===== src/rtl/ddr2_init_pkg.sv =====
package ddr2_init_pkg;

  typedef enum logic [3:0] {
    ST_CKE_LOW, ST_EMR2, ST_EMR3, ST_EMR_DLL, ST_MR_RST, ST_PREALL,
    ST_REF1, ST_REF2, ST_MR_RUN, ST_EMR_OCD, ST_EMR_EXIT, ST_FINISH, ST_DONE
  } step_e;

  typedef enum logic [1:0] {CMD_NOP, CMD_PRE, CMD_REF, CMD_MRS} cmd_e;

  typedef enum logic [2:0] {
    IMG_ZERO, IMG_EMR2, IMG_EMR3, IMG_EMR_BASE, IMG_MR_RST, IMG_MR_RUN, IMG_EMR_OCD
  } img_e;

  typedef enum logic [1:0] {GAP_PWR, GAP_MRD, GAP_RP, GAP_RFC} gap_e;

  // strobes from the control FSM to the datapath
  typedef struct packed {
    logic fire;
    cmd_e cmd;
    img_e img;
    logic loadGap;
    gap_e gapSel;
    logic ckeOn;
    logic armDll;
  } strb_t;

endpackage


===== src/rtl/ddr2_init_ctrl.sv =====
module ddr2_init_ctrl
  import ddr2_init_pkg::*;
(
  input  logic  clk,
  input  logic  rst,
  input  logic  gapZero,
  input  logic  dllDone,
  output strb_t strb,
  output logic  initDone
);

  step_e st, stNext;

  // per-step command descriptor
  logic  isCmd;
  cmd_e  stepCmd;
  img_e  stepImg;
  gap_e  stepGap;
  step_e stepAfter;

  always_comb begin
    isCmd     = 1'b1;
    stepCmd   = CMD_MRS;
    stepImg   = IMG_ZERO;
    stepGap   = GAP_MRD;
    stepAfter = st;
    case (st)
      ST_EMR2:     begin stepImg = IMG_EMR2;     stepAfter = ST_EMR3;     end
      ST_EMR3:     begin stepImg = IMG_EMR3;     stepAfter = ST_EMR_DLL;  end
      ST_EMR_DLL:  begin stepImg = IMG_EMR_BASE; stepAfter = ST_MR_RST;   end
      ST_MR_RST:   begin stepImg = IMG_MR_RST;   stepAfter = ST_PREALL;   end
      ST_PREALL:   begin stepCmd = CMD_PRE; stepGap = GAP_RP;  stepAfter = ST_REF1; end
      ST_REF1:     begin stepCmd = CMD_REF; stepGap = GAP_RFC; stepAfter = ST_REF2; end
      ST_REF2:     begin stepCmd = CMD_REF; stepGap = GAP_RFC; stepAfter = ST_MR_RUN; end
      ST_MR_RUN:   begin stepImg = IMG_MR_RUN;   stepAfter = ST_EMR_OCD;  end
      ST_EMR_OCD:  begin stepImg = IMG_EMR_OCD;  stepAfter = ST_EMR_EXIT; end
      ST_EMR_EXIT: begin stepImg = IMG_EMR_BASE; stepAfter = ST_FINISH;   end
      default:     begin isCmd = 1'b0; stepCmd = CMD_NOP; end
    endcase
  end

  always_comb begin
    strb   = '0;
    stNext = st;
    case (st)
      ST_CKE_LOW: if (gapZero) begin
        strb.ckeOn   = 1'b1;
        strb.loadGap = 1'b1;
        strb.gapSel  = GAP_PWR;
        stNext       = ST_EMR2;
      end
      ST_FINISH: if (gapZero && dllDone) stNext = ST_DONE;
      ST_DONE: ;
      default: if (isCmd && gapZero) begin
        strb.fire    = 1'b1;
        strb.cmd     = stepCmd;
        strb.img     = stepImg;
        strb.loadGap = 1'b1;
        strb.gapSel  = stepGap;
        strb.armDll  = (st == ST_MR_RST);
        stNext       = stepAfter;
      end
    endcase
  end

  always_ff @(posedge clk or posedge rst) begin
    if (rst) begin
      st       <= ST_CKE_LOW;
      initDone <= 1'b0;
    end else begin
      st       <= stNext;
      initDone <= (stNext == ST_DONE);
    end
  end

  assert_done_sticky_R9: assert property (@(posedge clk) disable iff (rst)
    initDone |=> initDone);

  assert_done_quiet_R9: assert property (@(posedge clk) disable iff (rst)
    initDone |-> !strb.fire && !strb.loadGap);

  assert_done_after_dll_R8: assert property (@(posedge clk) disable iff (rst)
    $rose(initDone) |-> $past(dllDone));

  assert_fire_on_expiry_R4: assert property (@(posedge clk) disable iff (rst)
    strb.fire |-> gapZero);

endmodule


===== src/rtl/ddr2_init_dp.sv =====
module ddr2_init_dp
  import ddr2_init_pkg::*;
#(
  parameter int ADDR_W      = 14,
  parameter int BA_W        = 3,
  parameter int STABLE_CYC  = 100,
  parameter int PWR_NOP_CYC = 160,
  parameter int MRD_CYC     = 2,
  parameter int RP_CYC      = 5,
  parameter int RFC_CYC     = 52,
  parameter int DLL_CYC     = 200
) (
  input  logic              clk,
  input  logic              rst,
  input  strb_t             strb,
  input  logic [2:0]        cfgBurstLen,
  input  logic [2:0]        cfgCasLat,
  input  logic [2:0]        cfgWriteRec,
  input  logic              cfgDrvReduced,
  input  logic [1:0]        cfgRttSel,
  output logic              gapZero,
  output logic              dllDone,
  output logic              cke,
  output logic              csN,
  output logic              rasN,
  output logic              casN,
  output logic              weN,
  output logic [BA_W-1:0]   ba,
  output logic [ADDR_W-1:0] addr
);

  localparam int MAX_A   = (STABLE_CYC > PWR_NOP_CYC) ? STABLE_CYC : PWR_NOP_CYC;
  localparam int MAX_B   = (RP_CYC > RFC_CYC) ? RP_CYC : RFC_CYC;
  localparam int MAX_C   = (MAX_B > MRD_CYC) ? MAX_B : MRD_CYC;
  localparam int GAP_MAX = (MAX_A > MAX_C) ? MAX_A : MAX_C;
  localparam int CNT_W   = $clog2(GAP_MAX + 1);
  localparam int DLL_W   = $clog2(DLL_CYC + 1);

  // gap counter: a command may fire when it reaches zero
  logic [CNT_W-1:0] gapCnt, gapVal;

  always_comb begin
    case (strb.gapSel)
      GAP_PWR: gapVal = CNT_W'(PWR_NOP_CYC - 1);
      GAP_MRD: gapVal = CNT_W'(MRD_CYC - 1);
      GAP_RP:  gapVal = CNT_W'(RP_CYC - 1);
      default: gapVal = CNT_W'(RFC_CYC - 1);
    endcase
  end

  always_ff @(posedge clk or posedge rst) begin
    if (rst)                gapCnt <= CNT_W'(STABLE_CYC - 1);
    else if (strb.loadGap)  gapCnt <= gapVal;
    else if (gapCnt != '0)  gapCnt <= gapCnt - 1'b1;
  end
  assign gapZero = (gapCnt == '0);

  // DLL lock window, armed by the DLL-reset write
  logic [DLL_W-1:0] dllCnt;
  logic             dllArmed;

  always_ff @(posedge clk or posedge rst) begin
    if (rst) begin
      dllCnt   <= '0;
      dllArmed <= 1'b0;
    end else if (strb.armDll) begin
      dllCnt   <= DLL_W'(DLL_CYC - 1);
      dllArmed <= 1'b1;
    end else if (dllCnt != '0) begin
      dllCnt   <= dllCnt - 1'b1;
    end
  end
  assign dllDone = dllArmed && (dllCnt == '0);

  // mode-register image builder
  logic [ADDR_W-1:0] imgAddr;
  logic [BA_W-1:0]   imgBa;

  always_comb begin
    imgAddr = '0;
    imgBa   = '0;
    case (strb.img)
      IMG_EMR2: imgBa = BA_W'(2);
      IMG_EMR3: imgBa = BA_W'(3);
      IMG_MR_RST, IMG_MR_RUN: begin
        imgAddr[2:0]  = cfgBurstLen;
        imgAddr[6:4]  = cfgCasLat;
        imgAddr[8]    = (strb.img == IMG_MR_RST);
        imgAddr[11:9] = cfgWriteRec;
      end
      IMG_EMR_BASE, IMG_EMR_OCD: begin
        imgBa         = BA_W'(1);
        imgAddr[1]    = cfgDrvReduced;
        imgAddr[2]    = cfgRttSel[0];
        imgAddr[6]    = cfgRttSel[1];
        imgAddr[9:7]  = {3{strb.img == IMG_EMR_OCD}};
      end
      default: ;
    endcase
    if (strb.cmd == CMD_PRE) begin
      imgAddr     = '0;
      imgAddr[10] = 1'b1;
      imgBa       = '0;
    end else if (strb.cmd == CMD_REF) begin
      imgAddr = '0;
      imgBa   = '0;
    end
  end

  function automatic logic [2:0] cmdPins(cmd_e c);
    case (c)
      CMD_MRS: return 3'b000;
      CMD_PRE: return 3'b010;
      CMD_REF: return 3'b001;
      default: return 3'b111;
    endcase
  endfunction

  always_ff @(posedge clk or posedge rst) begin
    if (rst) begin
      cke                <= 1'b0;
      csN                <= 1'b0;
      {rasN, casN, weN}  <= 3'b111;
      addr               <= '0;
      ba                 <= '0;
    end else begin
      if (strb.ckeOn) cke <= 1'b1;
      csN <= 1'b0;
      if (strb.fire) begin
        {rasN, casN, weN} <= cmdPins(strb.cmd);
        addr              <= imgAddr;
        ba                <= imgBa;
      end else begin
        {rasN, casN, weN} <= 3'b111;
        addr              <= '0;
        ba                <= '0;
      end
    end
  end

  assert_no_cmd_cke_low_R1: assert property (@(posedge clk) disable iff (rst)
    !cke |-> (rasN && casN && weN));

  assert_cke_held_dll_R8: assert property (@(posedge clk) disable iff (rst)
    dllArmed |-> cke);

  assert_one_cycle_cmd_R4: assert property (@(posedge clk) disable iff (rst)
    !(rasN && casN && weN) |=> (rasN && casN && weN));

  assert_pre_a10_R7: assert property (@(posedge clk) disable iff (rst)
    ({rasN, casN, weN} == 3'b010) |-> (addr[10] && ba == '0));

endmodule


===== src/rtl/ddr2_init_seq.sv =====
module ddr2_init_seq
  import ddr2_init_pkg::*;
#(
  parameter int ADDR_W      = 14,
  parameter int BA_W        = 3,
  parameter int STABLE_CYC  = 100,
  parameter int PWR_NOP_CYC = 160,
  parameter int MRD_CYC     = 2,
  parameter int RP_CYC      = 5,
  parameter int RFC_CYC     = 52,
  parameter int DLL_CYC     = 200
) (
  input  logic              clk,
  input  logic              rst,
  input  logic [2:0]        cfgBurstLen,
  input  logic [2:0]        cfgCasLat,
  input  logic [2:0]        cfgWriteRec,
  input  logic              cfgDrvReduced,
  input  logic [1:0]        cfgRttSel,
  output logic              ddrCke,
  output logic              ddrCsN,
  output logic              ddrRasN,
  output logic              ddrCasN,
  output logic              ddrWeN,
  output logic [BA_W-1:0]   ddrBa,
  output logic [ADDR_W-1:0] ddrAddr,
  output logic              initDone
);

  strb_t strb;
  logic  gapZero, dllDone;

  ddr2_init_ctrl ctrl_i (
    .clk(clk), .rst(rst), .gapZero(gapZero), .dllDone(dllDone),
    .strb(strb), .initDone(initDone)
  );

  ddr2_init_dp #(
    .ADDR_W(ADDR_W), .BA_W(BA_W), .STABLE_CYC(STABLE_CYC),
    .PWR_NOP_CYC(PWR_NOP_CYC), .MRD_CYC(MRD_CYC), .RP_CYC(RP_CYC),
    .RFC_CYC(RFC_CYC), .DLL_CYC(DLL_CYC)
  ) dp_i (
    .clk(clk), .rst(rst), .strb(strb),
    .cfgBurstLen(cfgBurstLen), .cfgCasLat(cfgCasLat), .cfgWriteRec(cfgWriteRec),
    .cfgDrvReduced(cfgDrvReduced), .cfgRttSel(cfgRttSel),
    .gapZero(gapZero), .dllDone(dllDone),
    .cke(ddrCke), .csN(ddrCsN), .rasN(ddrRasN), .casN(ddrCasN), .weN(ddrWeN),
    .ba(ddrBa), .addr(ddrAddr)
  );

endmodule


===== config.mk =====
export PLATFORM = sky130hd
export DESIGN_NAME = ddr2_init_seq
export DESIGN_NICKNAME = d
export VERILOG_FILES = /design/src/rtl/ddr2_init_pkg.sv /design/src/rtl/ddr2_init_ctrl.sv /design/src/rtl/ddr2_init_dp.sv /design/src/rtl/ddr2_init_seq.sv
export SDC_FILE = /design/constraint.sdc
export NUM_CORES = 1
export LEC_CHECK = 0
export CAP_MARGIN = 10
export CELL_PAD_IN_SITES_DETAIL_PLACEMENT = 1
export CELL_PAD_IN_SITES_GLOBAL_PLACEMENT = 2
export CORE_ASPECT_RATIO = 0.8
export CORE_MARGIN = 5
export CORE_UTILIZATION = 32
export DETAILED_ROUTE_END_ITERATION = 8
export GPL_TIMING_DRIVEN = 0
export PLACE_DENSITY = 0.87
export REMOVE_ABC_BUFFERS = 1
export SLEW_MARGIN = 20
export SYNTH_ARGS = -nofsm -noshare
export SYNTH_HDL_FRONTEND = slang
export SYNTH_SLANG_ARGS = --single-unit

===== constraint.sdc =====
create_clock -name clk -period 2.9 [get_ports clk]
set_input_delay 0.29 -clock clk [delete_from_list [all_inputs] [get_ports clk]]
set_output_delay 0.29 -clock clk [all_outputs]
set_load 0.05 [all_outputs]

# Word-level counts from Yosys, hierarchy flattened
# Index checks and enable logic that the tools add are counted.
[totals] in_bits=14 output_inout_bits=23 wordCells=95 register_bits=43
[classes] n_eq_ne=24 muxes=39 reduce_logical=19 n_addsub=2
[ops] op="$pmux 4 s10" n=1
[ops] op="$mux 8" n=4
[ops] op="$mux 14" n=2
[ops] op="$eq 4x4->1 const B" n=6
[ops] op="$pmux 8 s3" n=1
[ops] op="$pmux 3 s6" n=1
[ops] op="$eq 4x3->1 const B" n=4
[ops] op="$logic_not 8->1" n=2
[ops] op="$mux 4" n=4
[ops] op="$reduce_bool 8->1" n=2
[ops] op="$sub 8x1->8 const B" n=2
[ops] op="$mux 12" n=1
[ops] op="$pmux 2 s2" n=3
[ops] op="$pmux 2 s3" n=2
[ops] op="$pmux 4 s3" n=1
[ops] op="$reduce_or 10->1" n=1
[ops] op="$reduce_or 2->1" n=5
[ops] op="$eq 3x3->1 const B" n=3
[ops] op="$mux 1" n=9
[ops] op="$mux 9" n=1
[ops] op="$pmux 3 s3" n=1
[ops] op="$eq 4x2->1 const B" n=2
[ops] op="$reduce_or 7->1" n=1
[ops] op="$eq 2x2->1 const B" n=3
[ops] op="other kinds (14)" n=22

# Logic depth before layout (Yosys ltp)
[depth] word_depth=12 depth_mapped=9

# Hierarchy
# A second synthesis with hierarchy kept.
[hier_totals] hier_cells=224 area_unflattened_um2=2112.0
[modules_own_cells] module="ddr2_init_dp" n_inst=1 seq_area_each_um2=859.6 area_per_inst_um2=1704.1 cells_per_inst=168
[modules_own_cells] module="ddr2_init_ctrl" n_inst=1 seq_area_each_um2=125.1 area_per_inst_um2=407.9 cells_per_inst=56

# Worst setup path before layout
# Ideal clock, no wire load.
[synth_path] path_kind="flip-flop to flip-flop" from="register dp_i.gapCnt[0]" to="register dp_i.gapCnt[1]" path_slack_ps=790 setup_ps=60 required_ps=2840 path_buffers=0 path_stages_with_launch=10 arrival_ps=2050 period_less_slack_ps=2110 path_cell_list="dfstp_2 > inv_1 > ha_1 > or3b_2 > nor2_1 > and2_1 > o21ai_0 > ha_1 > mux2i_1 > o21a_1"
[synth_via] elab_chain_len=7
[synth_lines] item="from (decl)" line_no="ddr2_init_dp.sv:40" text="logic [CNT_W-1:0] gapCnt, gapVal;"
[synth_lines] item="from (signal assigned)" line_no="ddr2_init_dp.sv:52" text="if (rst) gapCnt <= CNT_W'(STABLE_CYC - 1);"
[synth_lines] item="from (signal assigned)" line_no="ddr2_init_dp.sv:53" text="else if (strb.loadGap) gapCnt <= gapVal;"
[synth_lines] item="from (signal assigned)" line_no="ddr2_init_dp.sv:54" text="else if (gapCnt != '0) gapCnt <= gapCnt - 1'b1;"
[synth_lines] item="$logic_not 8->1" line_no="ddr2_init_dp.sv:56" text="assign gapZero = (gapCnt == '0);"
[synth_lines] item="$logic_and 1x1->1" line_no="ddr2_init_ctrl.sv:54" text="default: if (isCmd && gapZero) begin"
[synth_lines] item="$mux 9" line_no="ddr2_init_ctrl.sv:54"
[synth_lines] item="$pmux 3 s2" line_no="ddr2_init_ctrl.sv:45" text="case (st)"
[synth_lines] item="$eq 2x2->1, or another cell as far along" line_no="ddr2_init_dp.sv:43" text="case (strb.gapSel)"
[synth_lines] item="$pmux 8 s3" line_no="ddr2_init_dp.sv:43"
[synth_lines] item="$mux 8" line_no="ddr2_init_dp.sv:53"
# Several ways; a longest one is shown, not always the timed one. The select of a mux whose other input is x is not followed.
# A chain may end at the register's enable or synchronous reset.

# Worst setup path after layout
# Same ends and word-level chain as after synthesis.

==> impl_metrics.toml <==
[worst_setup_path]
crit_path_end_kind = "register"
path_common_cell = "ha_1"
cp_data_arrival_time_ns = 2.86
critPathBufInv = 1
path_class = "register to register"
crit_path_max_incr_delay_ns = 0.51
r2r_slack_ns = 0.29
crit_chain = "inv_1, ha_1, or3b_2, nor2_4, and2_1, o21ai_0, ha_1, mux2i_1, o21a_1"
crit_family = "simple AND/OR/NAND/NOR gates"
cp.required_ns = 3.14
startpoint_type = "register"
crit_fanout = 12
crit_path_top_delay_cell = "or3b_2"

[global_route]
grt_pass1_vias = 1565
grt.total_usage_pct = 12.7
grt_overflow = 0
antenna_found_initial = 0
grt_max_degree = 31
grt_pass1_wl_um = 7870

[status]
status = "finished, final reports clean"

[die]
core_mm2 = 0.00597
die_w_um = 98.3
dieArea_mm2 = 0.00792
rows = 25
ios = 37
die_h_um = 80.6
initial_core_util_pct = 33.4

[power]
p_per_area_mw_per_mm2 = 423
irDropWorstVdd_v = 0.000181
leakagePower_nw = 1.10

[placement]
place.gp.congestion = 0.766
pre_cts_ws_ns = -0.0675
io_buffer_count = 31
hpwl_um = 3360
dp_cells = 300

[logic_synthesis]
avgSynthCellArea_um2 = 10.1
syn_area_mm2 = 0.00199
synth_seq_area_share_pct = 49.4
ys.flop_type = "dfrtp_1"
synthCells = 197
synth-seq-cells = 39
yosys_warnings = 0
synth_cell_types = 50
synthArstFlopShare_pct = 100
synth_edf_count = 0

[cts]
cts_buffer_depth = 2
postCtsSetupBuffers = 0
cts_made_buffers = 5
clkLatencyLatePin_ns = 0.30
htree_levels = 2
ctsHoldBuffers = 0
cts_root_buf = "clkbuf_8"
cts_sinks = 39
path_clk_slew_ns = 0.08
cts_tree = "built"

[timing]
worst_slack_ns = 0.285
max_freq_mhz = 382
finClkSkew_ns = 0.00923
fin_crit_sh_pct = 90.2
slew_violations = 0
hold_viol_final = 0
relSlewSlack_pct = 57.6
finalSetupViolations = 0
tightest_slew_ns = 0.627
period_needed_ns = 2.61
rsz0062_at_grt = "false"

[detailed_routing]
via_per_inst = 4.91
antenna_left = 0
routedWlPerCell_um = 14.9
drcViolationCount = 0
vias = 1512
wl_um = 4580
dr.first_iter.drc_count = 55
firstDrtPassIters = 4

[job]
maxCapViolations = 0

[final_layout]
drive_gt1_share_pct = 12.3
n_antenna_cell = 0
instances_no_fill = 308
fin_nets = 246
syn_to_final_growth_pct = 24.0
num-fill-cells = 684

[min_path]
hold_class = "input port to async pin"
[what timing repair did]
item,in CTS,in global routing
endpoints found under the hold margin,0,0
gates resized for setup,1,1
setup endpoints to repair,3,2
gates cloned,0,0
[placed cells by master, fill, tap and decap left out, types with 2 or more instances in the layout]
| cell | instances |
|---|---|
| dfrtp_1 | 32 |
| clkdlybuf4s50_1 | 31 |
| nand2_1 | 16 |
| nor2_1 | 13 |
| nor3_1 | 13 |
| a21oi_1 | 9 |
| o21ai_0 | 8 |
| and2_1 | 7 |
| dfstp_2 | 7 |
| inv_1 | 6 |
| xnor2_1 | 6 |
| ha_1 | 6 |
| conb_1 | 5 |
| clkbuf_8 | 5 |
| nand3_1 | 4 |
| xor2_1 | 4 |
| a22o_1 | 4 |
| or3_1 | 4 |
| a31oi_1 | 3 |
| mux2i_1 | 3 |
| nand2b_1 | 2 |
| or3b_2 | 2 |
| and3_1 | 2 |
| o31ai_1 | 2 |
| nor2b_1 | 2 |
| a2111oi_0 | 2 |
| nor4b_1 | 2 |
| o211ai_2 | 2 |
[state kept, by name (all words and copies together) (netlist names)]
register and count:
dp_i.addr 11, dp_i.dllCnt 8, dp_i.gapCnt 8, ctrl_i.st 4, dp_i.ba 2, ctrl_i.initDone 1
dp_i.casN 1, dp_i.cke 1, dp_i.dllArmed 1, dp_i.rasN 1, dp_i.weN 1
[per-layer routing]
metal | wire [um] | global-route usage [%]
met1 | 2310 | 17.3
met2 | 2030 | 19.2
met3 | 166 | 3.13
met4 | 68 | 5.18
met5 | 0 | 0
[power by group]
part / total, mW / switching [mW] / internal [mW] / leakage [nW]
Combinational: 0.0454 / 0.0274 / 0.0180 / 0.540
Clock: 0.456 / 0.200 / 0.256 / 0.0581
Sequential: 0.544 / 0 / 0.544 / 0.500
Total: 1.05 / 0.228 / 0.818 / 1.10
[Yosys cell counts (all sizes together) (2+ instances only)]
cell	n	area, um^2
a2111oi	2	17.5
a21oi	9	45.0
a22o	4	35.0
a31oi	3	18.8
and2	7	43.8
and3	2	12.5
buf	9	68.8
clkbuf	5	18.8
dfrtp	32	801
dfstp	7	184
ha	6	75.1
inv	7	26.3
mux2i	3	30.0
nand2	16	60.1
nand2b	4	35.0
nand3	4	20.0
nor2	14	52.6
nor2b	2	12.5
nor3	14	75.1
nor4b	2	17.5
o211ai	2	25.0
o21ai	8	40.0
o31ai	2	15.0
or3	5	36.3
or3b	2	17.5
or4	2	18.8
xnor2	6	52.6
xor2	4	35.0
[through the flow]
| stage | power (mW) | utilization [%] | hold slack (ns) | setup TNS (ns) | cell area (um^2) |
|---|---|---|---|---|---|
| 2_1_floorplan | 0.576 | - | 0.419 | 0 | 1920 |
| 3_3_place_gp | 0.597 | 39.1 | 0.463 | -0.0513 | 2330 |
| 3_5_place_dp | 0.601 | 39.4 | 0.467 | -0.0675 | 2350 |
| 4_1_cts | 1.06 | 41.3 | 0.244 | 0 | 2470 |
| 5_1_grt | 1.09 | 41.4 | 0.256 | 0 | 2470 |
| 6_report | 1.05 | 41.4 | 0.235 | 0 | 2470 |
[worst register-to-register path, delay by kind of cell, from the launching register on]
kind	cells	cell delay [ns]
and+or+nand+nor	3	1.06
adders and majority gates	2	0.57
DFF	1	0.38
AOI/OAI and AO/OA	2	0.31
muxes	1	0.15
buffers and inverters	1	0.10
[cell type report]
type / count / area (um^2) / area share (%)
Inverter: 7 / 26.3 / 1.06
Timing Repair Buffer: 32 / 330 / 13.4
Sequential cell: 39 / 985 / 39.8
Clock inverter: 3 / 43.8 / 1.77
Multi-Input combinational cell: 141 / 918 / 37.1
Clock buffer: 5 / 68.8 / 2.78
Tap cell: 81 / 101 / 4.10
[final timing paths]
| check | startpoint | endpoint | cells after the start |
|---|---|---|---|
| min | rst | dp_i.dllCnt[2] | 2 |
| max reg2reg | dp_i.gapCnt[0] | dp_i.gapCnt[1] | 9 |
| min reg2reg | dp_i.dllArmed | dp_i.dllArmed | 1 |
| max in group asynchronous | rst | dp_i.gapCnt[6] | 3 |
| min in group clk | dp_i.dllArmed | dp_i.dllArmed | 1 |
| max | dp_i.gapCnt[0] | dp_i.gapCnt[1] | 9 |
[cells by family after synthesis]
kind of cell / Yosys count / synth area share, %
AOI/OAI and AO/OA: 39 / 13.5
adders and majority gates: 6 / 3.76
DFF: 39 / 49.4
xor gates and xnor gates: 10 / 4.39
buffers and inverters: 21 / 5.71
and+or+nand+nor: 78 / 21.6
other: 1 / 0.188
muxes: 3 / 1.51
(Power assumes the default switching activity.)
